==> src/rtl/msi_cap_pkg.sv <==
package msi_cap_pkg;
  localparam int CFG_AW  = 12;
  localparam int NUM_VEC = 32;
  localparam int VEC_W   = $clog2(NUM_VEC);
  localparam int MME_W   = 3;
  localparam int DATA_W  = 16;

  localparam logic [CFG_AW-1:0] OFF_CTRL  = 12'h050;
  localparam logic [CFG_AW-1:0] OFF_ADDR  = 12'h054;
  localparam logic [CFG_AW-1:0] OFF_SLOT2 = 12'h058;
  localparam logic [CFG_AW-1:0] OFF_SLOT3 = 12'h05C;
  localparam logic [CFG_AW-1:0] OFF_SLOT4 = 12'h060;
  localparam logic [CFG_AW-1:0] OFF_SLOT5 = 12'h064;
  localparam logic [7:0]        CAP_ID    = 8'h05;

  typedef struct packed {
    logic [63:0] addr;
    logic [31:0] data;
  } msi_msg_t;

  // vectors below 2^k
  function automatic logic [NUM_VEC-1:0] vec_enable_mask(input logic [MME_W-1:0] k);
    vec_enable_mask = '0;
    for (int i = 0; i < NUM_VEC; i++)
      if (i < (1 << int'(k))) vec_enable_mask[i] = 1'b1;
  endfunction

  // low data bits that carry the vector number
  function automatic logic [VEC_W-1:0] num_field_mask(input logic [MME_W-1:0] k);
    num_field_mask = '0;
    for (int i = 0; i < VEC_W; i++)
      if (i < int'(k)) num_field_mask[i] = 1'b1;
  endfunction
endpackage

==> src/rtl/msi_cfg_regs.sv <==
module msi_cfg_regs
  import msi_cap_pkg::*;
#(
  parameter bit               CAP_64   = 1'b1,
  parameter logic [MME_W-1:0] MMC      = 3'd5,
  parameter logic [7:0]       NEXT_PTR = 8'h68
) (
  input  logic               clk_i,
  input  logic               rst_ni,
  input  logic               cfg_wr_i,
  input  logic [CFG_AW-1:0]  cfg_addr_i,
  input  logic [31:0]        cfg_wdata_i,
  output logic [31:0]        cfg_rdata_o,
  input  logic [NUM_VEC-1:0] pend_i,
  output logic [MME_W-1:0]   mme_o,
  output logic               msi_en_o,
  output logic [63:0]        msg_addr_o,
  output logic [DATA_W-1:0]  msg_base_o,
  output logic [NUM_VEC-1:0] mask_o,
  output logic [NUM_VEC-1:0] en_mask_o
);
  localparam logic [CFG_AW-1:0] OFF_DATA = CAP_64 ? OFF_SLOT3 : OFF_SLOT2;
  localparam logic [CFG_AW-1:0] OFF_MASK = CAP_64 ? OFF_SLOT4 : OFF_SLOT3;
  localparam logic [CFG_AW-1:0] OFF_PEND = CAP_64 ? OFF_SLOT5 : OFF_SLOT4;

  logic [MME_W-1:0]   mme_q, mme_wr;
  logic               en_q;
  logic [29:0]        lo_q;
  logic [31:0]        hi_q;
  logic [DATA_W-1:0]  data_q;
  logic [NUM_VEC-1:0] mask_q;
  logic               hit_ctrl, hit_lo, hit_hi, hit_data, hit_mask, hit_pend;

  assign hit_ctrl = cfg_addr_i == OFF_CTRL;
  assign hit_lo   = cfg_addr_i == OFF_ADDR;
  assign hit_hi   = CAP_64 && (cfg_addr_i == OFF_SLOT2);
  assign hit_data = cfg_addr_i == OFF_DATA;
  assign hit_mask = cfg_addr_i == OFF_MASK;
  assign hit_pend = cfg_addr_i == OFF_PEND;

  assign mme_wr = (cfg_wdata_i[22:20] > MMC) ? MMC : cfg_wdata_i[22:20];

  always_ff @(posedge clk_i or negedge rst_ni) begin
    if (!rst_ni) begin
      mme_q  <= '0;
      en_q   <= 1'b0;
      lo_q   <= '0;
      data_q <= '0;
      mask_q <= '0;
    end else if (cfg_wr_i) begin
      if (hit_ctrl) begin
        mme_q <= mme_wr;
        en_q  <= cfg_wdata_i[16];
      end
      if (hit_lo)   lo_q   <= cfg_wdata_i[31:2];
      if (hit_data) data_q <= cfg_wdata_i[DATA_W-1:0];
      if (hit_mask) mask_q <= cfg_wdata_i;
    end
  end

  generate
    if (CAP_64) begin : g_hi
      always_ff @(posedge clk_i or negedge rst_ni) begin
        if (!rst_ni)                  hi_q <= '0;
        else if (cfg_wr_i && hit_hi)  hi_q <= cfg_wdata_i;
      end
    end else begin : g_no_hi
      assign hi_q = '0;
    end
  endgenerate

  assign en_mask_o  = vec_enable_mask(mme_q);
  assign mme_o      = mme_q;
  assign msi_en_o   = en_q;
  assign msg_addr_o = {hi_q, lo_q, 2'b00};
  assign msg_base_o = data_q;
  assign mask_o     = mask_q;

  always_comb begin
    cfg_rdata_o = '0;
    if (hit_ctrl)      cfg_rdata_o = {7'b0, 1'b1, CAP_64, mme_q, MMC, en_q, NEXT_PTR, CAP_ID};
    else if (hit_lo)   cfg_rdata_o = {lo_q, 2'b00};
    else if (hit_hi)   cfg_rdata_o = hi_q;
    else if (hit_data) cfg_rdata_o = {{(32-DATA_W){1'b0}}, data_q};
    else if (hit_mask) cfg_rdata_o = mask_q & en_mask_o;
    else if (hit_pend) cfg_rdata_o = pend_i & en_mask_o;
  end

  assert_mme_clamp_R2: assert property (@(posedge clk_i) disable iff (!rst_ni)
    mme_q <= MMC);
endmodule

==> src/rtl/msi_vec_arb.sv <==
module msi_vec_arb
  import msi_cap_pkg::*;
(
  input  logic               clk_i,
  input  logic               rst_ni,
  input  logic [NUM_VEC-1:0] req_i,
  input  logic [NUM_VEC-1:0] mask_i,
  input  logic [NUM_VEC-1:0] en_mask_i,
  input  logic               allow_i,
  output logic [NUM_VEC-1:0] pend_o,
  output logic               grant_o,
  output logic [VEC_W-1:0]   grant_idx_o
);
  logic [NUM_VEC-1:0] pend_q, pend_d, cand, grant_oh;

  assign cand = pend_q & ~mask_i & en_mask_i;

  always_comb begin
    grant_idx_o = '0;
    for (int i = NUM_VEC-1; i >= 0; i--)
      if (cand[i]) grant_idx_o = VEC_W'(i);
  end

  assign grant_o  = allow_i && (|cand);
  assign grant_oh = grant_o ? (NUM_VEC'(1) << grant_idx_o) : '0;
  // requests above the enabled count fall out here
  assign pend_d   = ((pend_q & ~grant_oh) | req_i) & en_mask_i;

  always_ff @(posedge clk_i or negedge rst_ni) begin
    if (!rst_ni) pend_q <= '0;
    else         pend_q <= pend_d;
  end

  assign pend_o = pend_q;

  assert_grant_unmasked_R10: assert property (@(posedge clk_i) disable iff (!rst_ni)
    grant_o |-> (!mask_i[grant_idx_o] && pend_q[grant_idx_o]));
  assert_grant_range_R9: assert property (@(posedge clk_i) disable iff (!rst_ni)
    grant_o |-> en_mask_i[grant_idx_o]);
  assert_grant_lowest_R12: assert property (@(posedge clk_i) disable iff (!rst_ni)
    grant_o |-> ((cand & ((NUM_VEC'(1) << grant_idx_o) - NUM_VEC'(1))) == '0));
  assert_grant_onehot_R11: assert property (@(posedge clk_i) disable iff (!rst_ni)
    $onehot0(grant_oh));
endmodule

==> src/rtl/msi_msg_out.sv <==
module msi_msg_out
  import msi_cap_pkg::*;
(
  input  logic              clk_i,
  input  logic              rst_ni,
  input  logic              grant_i,
  input  logic [VEC_W-1:0]  grant_idx_i,
  input  logic [MME_W-1:0]  mme_i,
  input  logic              msi_en_i,
  input  logic [63:0]       addr_i,
  input  logic [DATA_W-1:0] base_i,
  input  logic              ready_i,
  output logic              valid_o,
  output logic              busy_o,
  output logic [63:0]       addr_o,
  output logic [31:0]       data_o
);
  localparam int PAD = DATA_W - VEC_W;

  logic              valid_q;
  msi_msg_t          msg_q;
  logic [DATA_W-1:0] fmask, merged;

  assign fmask  = {{PAD{1'b0}}, num_field_mask(mme_i)};
  assign merged = (base_i & ~fmask) | ({{PAD{1'b0}}, grant_idx_i} & fmask);

  always_ff @(posedge clk_i or negedge rst_ni) begin
    if (!rst_ni) begin
      valid_q <= 1'b0;
      msg_q   <= '0;
    end else if (grant_i) begin
      valid_q    <= 1'b1;
      msg_q.addr <= addr_i;
      msg_q.data <= {{(32-DATA_W){1'b0}}, merged};
    end else if (valid_q && ready_i) begin
      valid_q <= 1'b0;
    end
  end

  assign valid_o = valid_q;
  assign busy_o  = valid_q;
  assign addr_o  = msg_q.addr;
  assign data_o  = msg_q.data;

  assert_msg_hold_R11: assert property (@(posedge clk_i) disable iff (!rst_ni)
    (valid_q && !ready_i) |=> (valid_q && $stable(msg_q)));
  assert_no_grant_busy_R11: assert property (@(posedge clk_i) disable iff (!rst_ni)
    grant_i |-> !valid_q);
  assert_launch_en_R3: assert property (@(posedge clk_i) disable iff (!rst_ni)
    $rose(valid_q) |-> $past(msi_en_i));
  assert_data_upper_R7: assert property (@(posedge clk_i) disable iff (!rst_ni)
    valid_q |-> (data_o[31:DATA_W] == '0));
endmodule

==> src/rtl/msi_cap.sv <==
module msi_cap
  import msi_cap_pkg::*;
#(
  parameter bit               CAP_64   = 1'b1,
  parameter logic [MME_W-1:0] MMC      = 3'd5,
  parameter logic [7:0]       NEXT_PTR = 8'h68
) (
  input  logic               clk_i,
  input  logic               rst_ni,
  input  logic               cfg_wr_i,
  input  logic [CFG_AW-1:0]  cfg_addr_i,
  input  logic [31:0]        cfg_wdata_i,
  output logic [31:0]        cfg_rdata_o,
  input  logic [NUM_VEC-1:0] irq_req_i,
  output logic               msg_valid_o,
  input  logic               msg_ready_i,
  output logic [63:0]        msg_addr_o,
  output logic [31:0]        msg_data_o
);
  logic [MME_W-1:0]   mme;
  logic               msi_en, busy, grant;
  logic [63:0]        prog_addr;
  logic [DATA_W-1:0]  prog_base;
  logic [NUM_VEC-1:0] mask, en_mask, pend;
  logic [VEC_W-1:0]   grant_idx;

  msi_cfg_regs #(.CAP_64(CAP_64), .MMC(MMC), .NEXT_PTR(NEXT_PTR)) u_regs (
    .clk_i, .rst_ni, .cfg_wr_i, .cfg_addr_i, .cfg_wdata_i, .cfg_rdata_o,
    .pend_i(pend), .mme_o(mme), .msi_en_o(msi_en), .msg_addr_o(prog_addr),
    .msg_base_o(prog_base), .mask_o(mask), .en_mask_o(en_mask)
  );

  msi_vec_arb u_arb (
    .clk_i, .rst_ni, .req_i(irq_req_i), .mask_i(mask), .en_mask_i(en_mask),
    .allow_i(msi_en && !busy), .pend_o(pend), .grant_o(grant), .grant_idx_o(grant_idx)
  );

  msi_msg_out u_out (
    .clk_i, .rst_ni, .grant_i(grant), .grant_idx_i(grant_idx), .mme_i(mme),
    .msi_en_i(msi_en), .addr_i(prog_addr), .base_i(prog_base), .ready_i(msg_ready_i),
    .valid_o(msg_valid_o), .busy_o(busy), .addr_o(msg_addr_o), .data_o(msg_data_o)
  );
endmodule

==> config.mk <==
export PLATFORM = sky130hd
export DESIGN_NAME = msi_cap
export DESIGN_NICKNAME = d
export VERILOG_FILES = /design/src/rtl/msi_cap_pkg.sv /design/src/rtl/msi_cfg_regs.sv /design/src/rtl/msi_vec_arb.sv /design/src/rtl/msi_msg_out.sv /design/src/rtl/msi_cap.sv
export SDC_FILE = /design/constraint.sdc
export NUM_CORES = 1
export LEC_CHECK = 0
export ABC_AREA = 1
export BUFFER_PORTS_ARGS = -buffer_cell sky130_fd_sc_hd__buf_2
export CORE_UTILIZATION = 50
export DETAILED_ROUTE_END_ITERATION = 12
export GPL_TIMING_DRIVEN = 0
export HOLD_SLACK_MARGIN = 0.15
export PLACE_DENSITY_LB_ADDON = 0.12
export SKIP_CTS_REPAIR_TIMING = 1
export SYNTH_ARGS = -nofsm -noshare
export SYNTH_HDL_FRONTEND = slang
export SYNTH_SLANG_ARGS = --single-unit
export TNS_END_PERCENT = 5
==> constraint.sdc <==
create_clock -name clk_i -period 7.6 [get_ports clk_i]
set_input_delay 1.14 -clock clk_i [delete_from_list [all_inputs] [get_ports clk_i]]
set_output_delay 1.14 -clock clk_i [all_outputs]
set_load 0.02 [all_outputs]
==> impl_results.md <==
- Clock Latency Late Sink: between 0.5 and 0.6 ns
- Number of search-and-repair iterations in the first detailed-routing pass: 5
- Max Clock Skew: about 0.011 ns
- Fill cell count: 1883
- Number of violations reported at the end of detailed-routing iteration 0: approximately 1100
- Avg Vias per Cell: between 5 and 6
- First-pass GRT wire length: between 50 and 60 mm
- Residual DRC: 0
- Dpl hpwl: 26.6 mm
- Final cell count without fillers: about 1800
- CP Cell Sequence: buf_2 > nor4_1 > nand4_1 > nor2_1 > inv_1 > clkbuf_1 > o2111ai_1 > o211ai_1 > buf_2
- Tmin final: between 5 and 6 ns
- Area of the mapped netlist: 10600 µm²
- Routed Wire Length: around 35 mm
- Quantity of I/O buffers inserted on ports: 190
- Initial cell density of the core: a little over 50%
- Worst hold margin: between 0.4 and 0.5 ns
- Count of nets left with antenna violations after detail routing: 0
- Worst EP required: 6.46 ns
- CTS Buffer Depth: 3
- Seq/Total Area, Yosys: around 53%
- Cell accounting for the most synthesized area: dfrtp_1
- Root buffer selected by CTS: clkbuf_16
- Depth of the worst register-to-register path: 17
- Final total negative setup slack: 0 ns
- Most used cells in the layout excluding fill and tap cells: nand2_1 (432), dfrtp_1 (225), buf_2 (190)
- Worst Hold Class: reg -> reg
- DR WL/cell: around 19 µm
- Number of antenna repair diodes: 0
- Worst reg2reg startpoint: u_regs.mme_o[2]
- Congestion Overflow GR: 0
- Clock tree from TritonCTS: yes
- Post-synth top area share: between 50% and 60%
- Final Hold Violating Endpoints: 0
- Number of standard-cell rows in the floorplan: 52
- End of the worst register-to-register path: u_out.addr_o[54]
- Total track usage: 33.3%
- Maximum vdd ir drop: 0.000158 V
- Final slew viol count: 0
- CTS H-tree lvls: 1
- Pin count of the biggest net entering global routing: ~120
- Worst path slowest cell: nor2_1
- Largest stage delay, worst path: 0.83 ns
- LEAKAGE: 6.79 nW
- Minimum setup slack in the final design: ~2.2 ns
- Synthesis-stage register bit count: between 200 and 250
- Die Area: around 22000 µm²
- Leading cell type in the layout, fill and taps excluded: nand2_1
- Worst Setup Slack post-DPL: around 2.3 ns
- Standard cell core area: 20500 µm²
- Post-synthesis cell count: around 1300
- Setup crit start kind: input port
- End of the worst hold path: u_out.addr_o[42]
- Result of the run: completed
- PD cells: roughly 200 nW/µm²
- Worst-path maximum fanout: 10
- Achievable Freq: between 150 and 200 MHz
- Layout cell share with drive strength beyond 1: 17.3%
- Endpoint class of the critical path: output port
- Share of the core filled with cells in the final layout: a little over three fifths
- Die Span Y: 147 µm
- Min-Delay Startpoint: u_out.addr_o[42]
- Top area cells in the synthesized netlist: dfrtp_1 (53%), nand2_1 (15%), o21ai_0 (8.5%)
- Final setup violation count: 0
- Via Count: 10100
- Cell repeated most along the worst path: buf_2
- Worst R2R Setup Slack: between 3 and 4 ns
- Total number of nets in the final design: about 1600
- Clock transition time at the flip-flop clock pins of the worst setup and hold paths: 0.06 ns
- Combined buffer and inverter count along the critical path: 4
- Worst max-slew margin expressed relative to the limit: 46.6%
- Arr. time, crit path: around 4.3 ns
- Setup repair after global routing missed its margin: no
- Family with the most delay on the worst path: simple AND/OR/NAND/NOR gates
- Ys Warns: 0
- Critical path class: in -> out
- Initial antenna violation count: 0
- Number of distinct library cell variants in the gate-level netlist after synthesis: 39
- Final Cycle Share: a little under three quarters
- Number of CTS-inserted buffers: 24
- # placed instances: roughly 1800
- Worst Tran Pin Value: 0.798 ns
- Area Overhead vs Synth: 21.8%
- Number of max-cap violations: 0
- Die boundary width: 147 µm
- Top-level port count: around 210
- Instance count along the most critical hold path: 2
- Total number of clock tree sinks: between 200 and 250
- Last weighted congestion value of the routability-driven placer: 0.955
- Vias in the first global route: about 9600
- Syn_area_per_cell: 7.98 µm²
## cell type report
cell class	count	area (µm²)	share of cell area, %
buffer	82	392	3.04
tap	270	338	2.63
multi-input combinational	893	4080	31.7
clock inverter	11	191	1.49
clock buffer	32	692	5.38
sequential	225	5630	43.8
inverter	140	528	4.11
timing repair buffer	192	1020	7.90
## state kept, by name, indices dropped and copies added, names as in the netlist
signal / flops
u_regs.mme_o: 3
u_out.addr_o: 62
u_regs.mask_o: 32
u_arb.pend_o: 32
u_out.busy_o: 1
u_regs.msg_base_o: 16
u_out.data_o: 16
u_regs.hi_q: 32
u_regs.msi_en_o: 1
u_regs.lo_q: 30
## Yosys cell counts
master,number
nand2_1,432
dfrtp_1,225
o21ai_0,180
inv_1,134
nor2_1,83
clkbuf_1,60
nand3_1,37
a21oi_1,26
o21ai_1,24
buf_4,20
o211ai_1,16
o221ai_1,15
a211oi_1,10
nand4_1,7
nor4_1,6
a32oi_1,4
inv_2,4
nand2_2,4
a221oi_1,3
a31oi_1,3
nor2_2,3
nor3_1,3
o21bai_1,3
a311oi_1,2
a41oi_1,2
nand2_4,2
nor3_2,2
o2111ai_1,2
a21oi_2,1
a22o_1,1
buf_2,1
buf_6,1
clkinv_1,1
conb_1,1
inv_4,1
mux2i_1,1
nand3_4,1
nor2_8,1
o32ai_1,1
## metal layers
layer | up-vias | global-route usage (%) | routed length, µm | share of wire, %
met5 | - | 0 | 0 | 0
met4 | 0 | 14.2 | 1540 | 4.3
met3 | 101 | 4.22 | 2540 | 7.2
met2 | 498 | 53.5 | 16500 | 47
met1 | 4786 | 45.5 | 14800 | 42
li1 | 4729 | - | - | -
## stage by stage
step	instance area, µm²	power (W)
global route	12900	0.00267
detailed placement	12000	0.00133
global placement	11900	0.00133
floorplan	10600	0.00127
CTS	12900	0.00262
finish	12900	0.00261
## kinds of logic (layout without fill, tap and decap cells)
| logic type | Yosys count | count (layout) | share of synthesized area (%) |
|---|---|---|---|
| buffers and inverters | 222 | 457 | 8.71 |
| other | 1 | 18 | 0.0355 |
| AND/OR/NAND/NOR | 581 | 581 | 22.1 |
| AO/OA/AOI/OAI | 293 | 293 | 15.7 |
| multiplexers | 1 | 1 | 0.0948 |
| flip-flops | 225 | 225 | 53.3 |
## worst reg2reg max path: cells and delay by family, from the launching register on
family	cells	cell delay [ns]
AO/OA/AOI/OAI	1	0.19
buffers and inverters	7	1.87
AND/OR/NAND/NOR	9	1.30
flip-flops	1	0.36
## power by group
part / internal, W / switching [W] / total (W)
Clock: 0.000809 / 0.000489 / 0.00130
Sequential: 0.00120 / 0.00000422 / 0.00121
Combinational: 0.0000343 / 0.0000704 / 0.000105
## how the worst max path moves through the flow
stage                   from               end  slack (ns)  depth (start not counted)
2_1_floorplan  cfg_addr_i[9]   cfg_rdata_o[18]        3.24                          9
3_5_place_dp   cfg_addr_i[9]    cfg_rdata_o[2]        2.34                          9
5_1_grt        cfg_addr_i[9]   cfg_rdata_o[18]        2.00                         11
6_report       cfg_addr_i[9]    cfg_rdata_o[2]        2.21                          9
4_1_cts        cfg_addr_i[9]    cfg_rdata_o[2]        2.34                          9
3_3_place_gp          rst_ni  u_out.addr_o[59]        1.47                          1
Note: power is estimated with default switching activity, not from simulation.
